**src/rtl/prom_pkg.sv**
```systemverilog
package prom_pkg;

  typedef enum logic [1:0] {
    ST_IDLE   = 2'd0,
    ST_ACCESS = 2'd1,
    ST_FLOAT  = 2'd2
  } ctlState_t;

  // strobes from control to datapath
  typedef struct packed {
    logic load;     // take a new request
    logic capture;  // sample the ROM bus into the result register
    logic advance;  // step to the next location
  } dpStrobe_t;

  function automatic int ceilDiv(input int num, input int den);
    return (num + den - 1) / den;
  endfunction

endpackage

```
**src/rtl/prom_burst_ctrl.sv**
```systemverilog
module prom_burst_ctrl
  import prom_pkg::*;
#(
  parameter int T_RAND  = 13,
  parameter int T_PAGE  = 4,
  parameter int T_FLOAT = 3
) (
  input  logic      clk,
  input  logic      rstN,
  input  logic      reqValid,
  input  logic      reqLenNonZero,
  input  logic      lastItem,
  input  logic      nextSamePage,
  output logic      reqReady,
  output logic      romCeN,
  output logic      romOeN,
  output dpStrobe_t strobe
);

  localparam int WAIT_W  = $clog2(T_RAND + 1);
  localparam int FLOAT_W = $clog2(T_FLOAT + 1);

  ctlState_t          state;
  logic [WAIT_W-1:0]  waitCnt;
  logic [FLOAT_W-1:0] floatCnt;
  logic               enableN;

  always_comb begin
    reqReady       = (state == ST_IDLE);
    strobe.load    = (state == ST_IDLE) && reqValid && reqLenNonZero;
    strobe.capture = (state == ST_ACCESS) && (waitCnt == WAIT_W'(1));
    strobe.advance = strobe.capture && !lastItem;
  end

  always_ff @(posedge clk) begin
    if (!rstN) begin
      state    <= ST_IDLE;
      waitCnt  <= '0;
      floatCnt <= '0;
      enableN  <= 1'b1;
    end else begin
      case (state)
        ST_IDLE: begin
          if (strobe.load) begin
            state   <= ST_ACCESS;
            enableN <= 1'b0;
            waitCnt <= WAIT_W'(T_RAND);
          end
        end
        ST_ACCESS: begin
          if (strobe.capture) begin
            if (lastItem) begin
              state    <= ST_FLOAT;
              enableN  <= 1'b1;
              floatCnt <= FLOAT_W'(T_FLOAT);
            end else begin
              waitCnt <= nextSamePage ? WAIT_W'(T_PAGE) : WAIT_W'(T_RAND);
            end
          end else begin
            waitCnt <= waitCnt - WAIT_W'(1);
          end
        end
        ST_FLOAT: begin
          if (floatCnt == FLOAT_W'(1)) state <= ST_IDLE;
          else floatCnt <= floatCnt - FLOAT_W'(1);
        end
        default: state <= ST_IDLE;
      endcase
    end
  end

  assign romCeN = enableN;
  assign romOeN = enableN;

  // checker counter: cycles the ROM has been disabled, saturating
  logic [FLOAT_W-1:0] offCnt;
  always_ff @(posedge clk) begin
    if (!rstN) offCnt <= FLOAT_W'(T_FLOAT);
    else if (!romCeN) offCnt <= '0;
    else if (offCnt != FLOAT_W'(T_FLOAT)) offCnt <= offCnt + FLOAT_W'(1);
  end

  AST_FLOAT_GAP: assert property (@(posedge clk) disable iff (!rstN)
    $fell(romCeN) |-> offCnt >= FLOAT_W'(T_FLOAT));

  AST_BUSY_NOT_READY: assert property (@(posedge clk) disable iff (!rstN)
    !romCeN |-> !reqReady);

  AST_ZERO_LEN_IDLE: assert property (@(posedge clk) disable iff (!rstN)
    (reqValid && reqReady && !reqLenNonZero) |=> romCeN);

endmodule

```
**src/rtl/prom_burst_dp.sv**
```systemverilog
module prom_burst_dp
  import prom_pkg::*;
#(
  parameter int ADDR_W    = 22,
  parameter int DATA_W    = 16,
  parameter int LEN_W     = 16,
  parameter int PAGE_BITS = 3
) (
  input  logic              clk,
  input  logic              rstN,
  input  dpStrobe_t         strobe,
  input  logic [ADDR_W:0]   reqAddr,
  input  logic [LEN_W-1:0]  reqLen,
  input  logic              reqByteMode,
  input  logic [DATA_W-1:0] romData,
  output logic [ADDR_W-1:0] romAddr,
  output logic              romByteN,
  output logic              romLsbOut,
  output logic              lastItem,
  output logic              nextSamePage,
  output logic              outValid,
  output logic [DATA_W-1:0] outData,
  output logic              outLast
);

  localparam int LANE_W = 8;
  localparam int LANES  = DATA_W / LANE_W;

  logic [ADDR_W:0]    loc;
  logic [ADDR_W:0]    locNext;
  logic [LEN_W-1:0]   remaining;
  logic               byteMode;
  logic [ADDR_W-1:0]  wordCur;
  logic [ADDR_W-1:0]  wordNext;
  logic [DATA_W-1:0]  laneData;

  function automatic logic [ADDR_W-1:0] wordOf(input logic [ADDR_W:0] l, input logic bm);
    return bm ? l[ADDR_W:1] : l[ADDR_W-1:0];
  endfunction

  always_comb begin
    locNext      = loc + (ADDR_W+1)'(1);
    wordCur      = wordOf(loc, byteMode);
    wordNext     = wordOf(locNext, byteMode);
    nextSamePage = (wordCur[ADDR_W-1:PAGE_BITS] == wordNext[ADDR_W-1:PAGE_BITS]);
    lastItem     = (remaining == LEN_W'(1));
    romAddr      = wordCur;
    romByteN     = !byteMode;
    romLsbOut    = byteMode & loc[0];
  end

  // lane 0 always passes; upper lanes are forced to zero in byte mode
  for (genvar g = 0; g < LANES; g++) begin : gLane
    if (g == 0) begin : gLow
      assign laneData[LANE_W-1:0] = romData[LANE_W-1:0];
    end else begin : gHigh
      assign laneData[g*LANE_W +: LANE_W] = byteMode ? '0 : romData[g*LANE_W +: LANE_W];
    end
  end

  always_ff @(posedge clk) begin
    if (!rstN) begin
      loc       <= '0;
      remaining <= '0;
      byteMode  <= 1'b0;
      outValid  <= 1'b0;
      outLast   <= 1'b0;
      outData   <= '0;
    end else begin
      if (strobe.load) begin
        loc       <= reqAddr;
        remaining <= reqLen;
        byteMode  <= reqByteMode;
      end else if (strobe.advance) begin
        loc       <= locNext;
        remaining <= remaining - LEN_W'(1);
      end
      outValid <= strobe.capture;
      outLast  <= strobe.capture && lastItem;
      if (strobe.capture) outData <= laneData;
    end
  end

  AST_LAST_WITH_VALID: assert property (@(posedge clk) disable iff (!rstN)
    outLast |-> outValid);

  AST_MODE_HELD: assert property (@(posedge clk) disable iff (!rstN)
    (!strobe.load && $past(!strobe.load)) |-> $stable(romByteN));

endmodule

```
**src/rtl/prom_burst_reader.sv**
```systemverilog
module prom_burst_reader
  import prom_pkg::*;
#(
  parameter int ADDR_W        = 22,
  parameter int DATA_W        = 16,
  parameter int LEN_W         = 16,
  parameter int PAGE_BITS     = 3,
  parameter int CLK_PERIOD_NS = 8,
  parameter int RAND_NS       = 100,
  parameter int PAGE_NS       = 30,
  parameter int FLOAT_NS      = 20
) (
  input  logic              clk,
  input  logic              rstN,
  input  logic              reqValid,
  output logic              reqReady,
  input  logic [ADDR_W:0]   reqAddr,
  input  logic [LEN_W-1:0]  reqLen,
  input  logic              reqByteMode,
  output logic [ADDR_W-1:0] romAddr,
  output logic              romCeN,
  output logic              romOeN,
  output logic              romByteN,
  output logic              romLsbOut,
  output logic              romLsbOe,
  input  logic [DATA_W-1:0] romData,
  output logic              outValid,
  output logic [DATA_W-1:0] outData,
  output logic              outLast
);

  localparam int T_RAND_C  = ceilDiv(RAND_NS, CLK_PERIOD_NS);
  localparam int T_PAGE_C  = ceilDiv(PAGE_NS, CLK_PERIOD_NS);
  localparam int T_FLOAT_C = ceilDiv(FLOAT_NS, CLK_PERIOD_NS);
  localparam int T_RAND    = (T_RAND_C < 1) ? 1 : T_RAND_C;
  localparam int T_PAGE    = (T_PAGE_C < 1) ? 1 : T_PAGE_C;
  localparam int T_FLOAT   = (T_FLOAT_C < 1) ? 1 : T_FLOAT_C;
  localparam int HOLD_W    = $clog2(T_RAND + 2);

  dpStrobe_t strobe;
  logic      lastItem;
  logic      nextSamePage;

  prom_burst_ctrl #(
    .T_RAND (T_RAND),
    .T_PAGE (T_PAGE),
    .T_FLOAT(T_FLOAT)
  ) u_ctrl (
    .clk          (clk),
    .rstN         (rstN),
    .reqValid     (reqValid),
    .reqLenNonZero(reqLen != '0),
    .lastItem     (lastItem),
    .nextSamePage (nextSamePage),
    .reqReady     (reqReady),
    .romCeN       (romCeN),
    .romOeN       (romOeN),
    .strobe       (strobe)
  );

  prom_burst_dp #(
    .ADDR_W   (ADDR_W),
    .DATA_W   (DATA_W),
    .LEN_W    (LEN_W),
    .PAGE_BITS(PAGE_BITS)
  ) u_dp (
    .clk         (clk),
    .rstN        (rstN),
    .strobe      (strobe),
    .reqAddr     (reqAddr),
    .reqLen      (reqLen),
    .reqByteMode (reqByteMode),
    .romData     (romData),
    .romAddr     (romAddr),
    .romByteN    (romByteN),
    .romLsbOut   (romLsbOut),
    .lastItem    (lastItem),
    .nextSamePage(nextSamePage),
    .outValid    (outValid),
    .outData     (outData),
    .outLast     (outLast)
  );

  assign romLsbOe = !romByteN && !romCeN;

  // checker: cycles the ROM bus has held one location while enabled
  logic [ADDR_W:0]   busNow;
  logic [ADDR_W:0]   busPrev;
  logic [HOLD_W-1:0] holdCnt;
  assign busNow = {romAddr, romLsbOut};
  always_ff @(posedge clk) begin
    if (!rstN) begin
      busPrev <= '0;
      holdCnt <= '0;
    end else begin
      busPrev <= busNow;
      if (romCeN || busNow != busPrev) holdCnt <= '0;
      else if (holdCnt != '1) holdCnt <= holdCnt + HOLD_W'(1);
    end
  end

  AST_CAPTURE_SETTLED: assert property (@(posedge clk) disable iff (!rstN)
    outValid |-> (int'($past(holdCnt)) + 2 >= T_PAGE));

  AST_LSB_ONLY_BYTE: assert property (@(posedge clk) disable iff (!rstN)
    romLsbOe |-> (!romCeN && !romOeN));

endmodule

```
**config.mk**
```make
export PLATFORM = sky130hd
export DESIGN_NAME = prom_burst_reader
export DESIGN_NICKNAME = d
export VERILOG_FILES = /design/src/rtl/prom_pkg.sv /design/src/rtl/prom_burst_ctrl.sv /design/src/rtl/prom_burst_dp.sv /design/src/rtl/prom_burst_reader.sv
export SDC_FILE = /design/constraint.sdc
export NUM_CORES = 1
export LEC_CHECK = 0
export ABC_AREA = 1
export BUFFER_PORTS_ARGS = -buffer_cell sky130_fd_sc_hd__buf_2
export CAP_MARGIN = 20
export CORE_MARGIN = 2
export CORE_UTILIZATION = 35
export DETAILED_ROUTE_END_ITERATION = 6
export PLACE_DENSITY_LB_ADDON = 0.1
export RECOVER_POWER = 25
export SLEW_MARGIN = 20
export SYNTH_ARGS = -nofsm -noshare
export SYNTH_HDL_FRONTEND = slang
export SYNTH_HIERARCHICAL = 1
export SYNTH_SLANG_ARGS = --single-unit
```
**constraint.sdc**
```tcl
create_clock -name clk -period 2.53 [get_ports clk]
set_clock_uncertainty 0.05 [all_clocks]
set_input_delay 0.3795 -clock clk [delete_from_list [all_inputs] [get_ports clk]]
set_output_delay 0.3795 -clock clk [all_outputs]
set_load 0.005 [all_outputs]
```
==> flow_metrics.py <==
metrics = {
    "outcome": {
        "outcome": "finished, violations left",
        "violations": "design-rule violations",
    },
    "synthesis": {
        "syn_nets": 710,
        "ys_types": 35,
        "synthArstFlopShare_pct": 0,
        "syn_area_sq_mm": 0.00415,
        "synth_ff_type": "dfxtp_1",
        "seq_area_frac_synth_pct": 32.3,
        "synthCells": 645,
        "avgSynthCellArea_sq_um": 6.44,
        "yosys_warnings": 6,
        "synth-edff-count": 0,
        "ys_ff_latch": 67,
    },
    "run": {
        "drv_cap": 0,
    },
    "grt": {
        "busiest_layer": "met2",
        "antenna_found_initial": 0,
        "grt_max_degree": 25,
        "met1_usage_pct": 26.0,
        "grt-ovfl-total": 0,
        "grt_util_met3_pct": 3.16,
        "grt_pass1_wl_microns": 20600,
        "grt_use_met2_pct": 33.3,
        "grt_pass1_vias": 4314,
        "grt_usage_pct": 20.1,
    },
    "finish": {
        "multi_input_area_sq_mm": 0.00243,
        "diodes": 0,
        "drive_gt1_share_pct": 22.5,
        "area_delta_synth_final_pct": 23.1,
        "fill_cells": 1226,
        "nets": 812,
        "post-route-util_pct": 44.4,
        "seq_area_sq_mm": 0.00134,
    },
    "cts": {
        "numCtsBuffers": 9,
        "tritoncts": "built",
        "path_clk_slew_ns": 0.06,
        "insertion_delay_ns": 0.33,
        "cts_sinks": 67,
        "h-tree-depth": 3,
        "cts_hold_buf": 0,
        "cts_root_buf": "clkbuf_16",
        "cts_setup_buffers": 0,
        "cts.path.max_buffers": 2,
    },
    "floorplan": {
        "start_util_pct": 36.0,
        "coreArea_sq_mm": 0.0115,
        "die_x_microns": 113,
        "boundaryPins": 105,
        "die_area_sq_mm": 0.0127,
        "die_h_microns": 113,
        "rows": 39,
    },
    "worst_hold_path": {
        "worstHoldPathType": "in -> reg",
    },
    "critical_path": {
        "startpoint_type": "register",
        "crit_required_ns": 2.74,
        "arrival_ns": 2.52,
        "cp_max_fo": 24,
        "worst_setup_path_end_kind": "register",
        "crit_type": "reg -> reg",
        "worstPathCellList": "inv_1 > ha_1 > nand2_1 > nor4_1 > nand3_1 > nor2_2 > nor3_2 > nand2_1 > inv_4 > buf_4 > nand3_1 > a21oi_1",
        "cpPeakStageDelay_ns": 0.40,
        "cp_slowest_cell": "nor3_2",
    },
    "pwr": {
        "p_per_area_mw_per_mm2": 582,
        "leakagePower_uw": 0.00221,
        "vdd.ir_drop.worst_uv": 396,
    },
    "place": {
        "io_buffers": 104,
        "place.gp.congestion": 0.871,
        "dp_hpwl_microns": 9630,
    },
    "timing": {
        "fin_crit_ns": 2.30,
        "drv_slew": 0,
        "setup_viol": 0,
        "tns_ns": 0,
        "final_hold_viol_count": 0,
        "worst_pin_slew_ns": 0.765,
        "rsz0062_at_grt": "true",
        "min_period_over_period_pct": 91.1,
        "max_slew_margin_pct": 49.0,
        "hold_slack_ns": 0.221,
        "fmax_mhz": 434,
    },
    "routing": {
        "drc": 7,
        "wl_per_cell_microns": 14.1,
        "firstDrtPassIters": 7,
        "ant_nets": 0,
        "num_vias": 4508,
        "viasPerCell": 5.04,
        "wl_microns": 12600,
        "drt_iter0_drc": 261,
    },
}
report_power, final:
part	switching, uW	internal, uW	total (uW)
Sequential	75.7	1120	1200
Combinational	366	233	600
Clock	492	688	1180
cells in the final DEF, fill, tap and decap left out, types with 9 or more instances in the layout:
cell / count
a31oi_1: 14
clkbuf_1: 9
clkbuf_16: 9
o21ai_0: 40
inv_1: 58
nand2_1: 177
buf_2: 95
a21oi_1: 32
dfxtp_1: 67
nor2_2: 10
nor2_1: 66
nand3_1: 59
buf_4: 11
nand2_2: 10
a22oi_1: 22
registers in the layout, summed over array words and instances, names as in the netlist:
name,flops
u_dp/remaining,16
u_dp/outData,16
u_ctrl/waitCnt,4
u_ctrl/romCeN,1
u_dp/outValid,1
u_dp/outLast,1
u_dp/loc,23
u_dp/byteMode,1
u_ctrl/floatCnt,2
u_ctrl/state,2
synthesized netlist by cell type (all sizes together), types with 2 or more instances:
library cell,count,area [sq um]
a31oi,14,87.6
clkbuf,10,37.5
nand4,7,43.8
o21ai,46,230
xor2,7,61.3
a21oi,36,195
nor2,84,404
a22oi,22,165
nor3,4,20.0
clkinv,2,12.5
inv,64,240
buf,17,91.3
o211ai,2,15.0
nand3,61,328
xnor2,3,26.3
ha,6,75.1
dfxtp,67,1340
nand2,189,749
metrics by stage:
step | area, sq um | power, uW | setup slack, ns | cells
4_1_cts | 5130 | 3010 | 0.0747 | 895
3_5_place_dp | 4840 | 1820 | -0.172 | 879
5_1_grt | 5110 | 3140 | -0.00759 | 895
6_report | 5110 | 2970 | 0.226 | 895
2_1_floorplan | 4150 | 1600 | 0.563 | 645
3_3_place_gp | 4840 | 1820 | 0.0506 | 879
metal layers:
layer / vias up / part of all wire (%)
met5: - / 0
met4: 0 / 2.0
met3: 20 / 4.5
met2: 94 / 47
met1: 2071 / 46
li1: 2323 / -
cells by family after synthesis:
family                   after synthesis  synth area share, %
flip-flops                            67                 32.3
XOR/XNOR                              10                 2.11
buffers and inverters                 93                 9.19
adder cells (fa/ha/maj)                6                 1.81
AND/OR/NAND/NOR                      347                 37.5
AO/OA/AOI/OAI                        122                 17.1
what timing repair did:
item                                   in CTS  in global routing
setup endpoints to repair                  30                 35
resized for setup                           1                  5
endpoints found under the hold margin       0                  0
worst max-delay path, delay by kind of cell, from the launching register on:
kind,cells,cell delay [ns]
DFF,1,0.33
adders and majority gates,1,0.19
AOI/OAI and AO/OA,1,0.13
buffers and inverters,3,0.54
and+or+nand+nor,7,0.99
layout make-up:
class	count	share of cell area, %
Tap cell	143	3.50
Sequential cell	67	26.2
Clock buffer	10	4.68
Timing Repair Buffer	118	12.3
Clock inverter	6	0.808
Multi-Input combinational cell	485	47.5
Inverter	66	5.00
worst paths after layout:
check | start | endpoint | slack [ns] | cells after the start
worst max-delay path | u_dp/remaining[1] | u_dp/loc[16] | 0.23 | 12
worst max register to register | u_dp/remaining[1] | u_dp/loc[16] | 0.23 | 12
worst min-delay path | romData[0] | u_dp/outData[0] | 0.22 | 3
worst min register to register | u_dp/outData[12] | u_dp/outData[12] | 0.41 | 2
No activity file was read; power rests on OpenSTA's default activity.
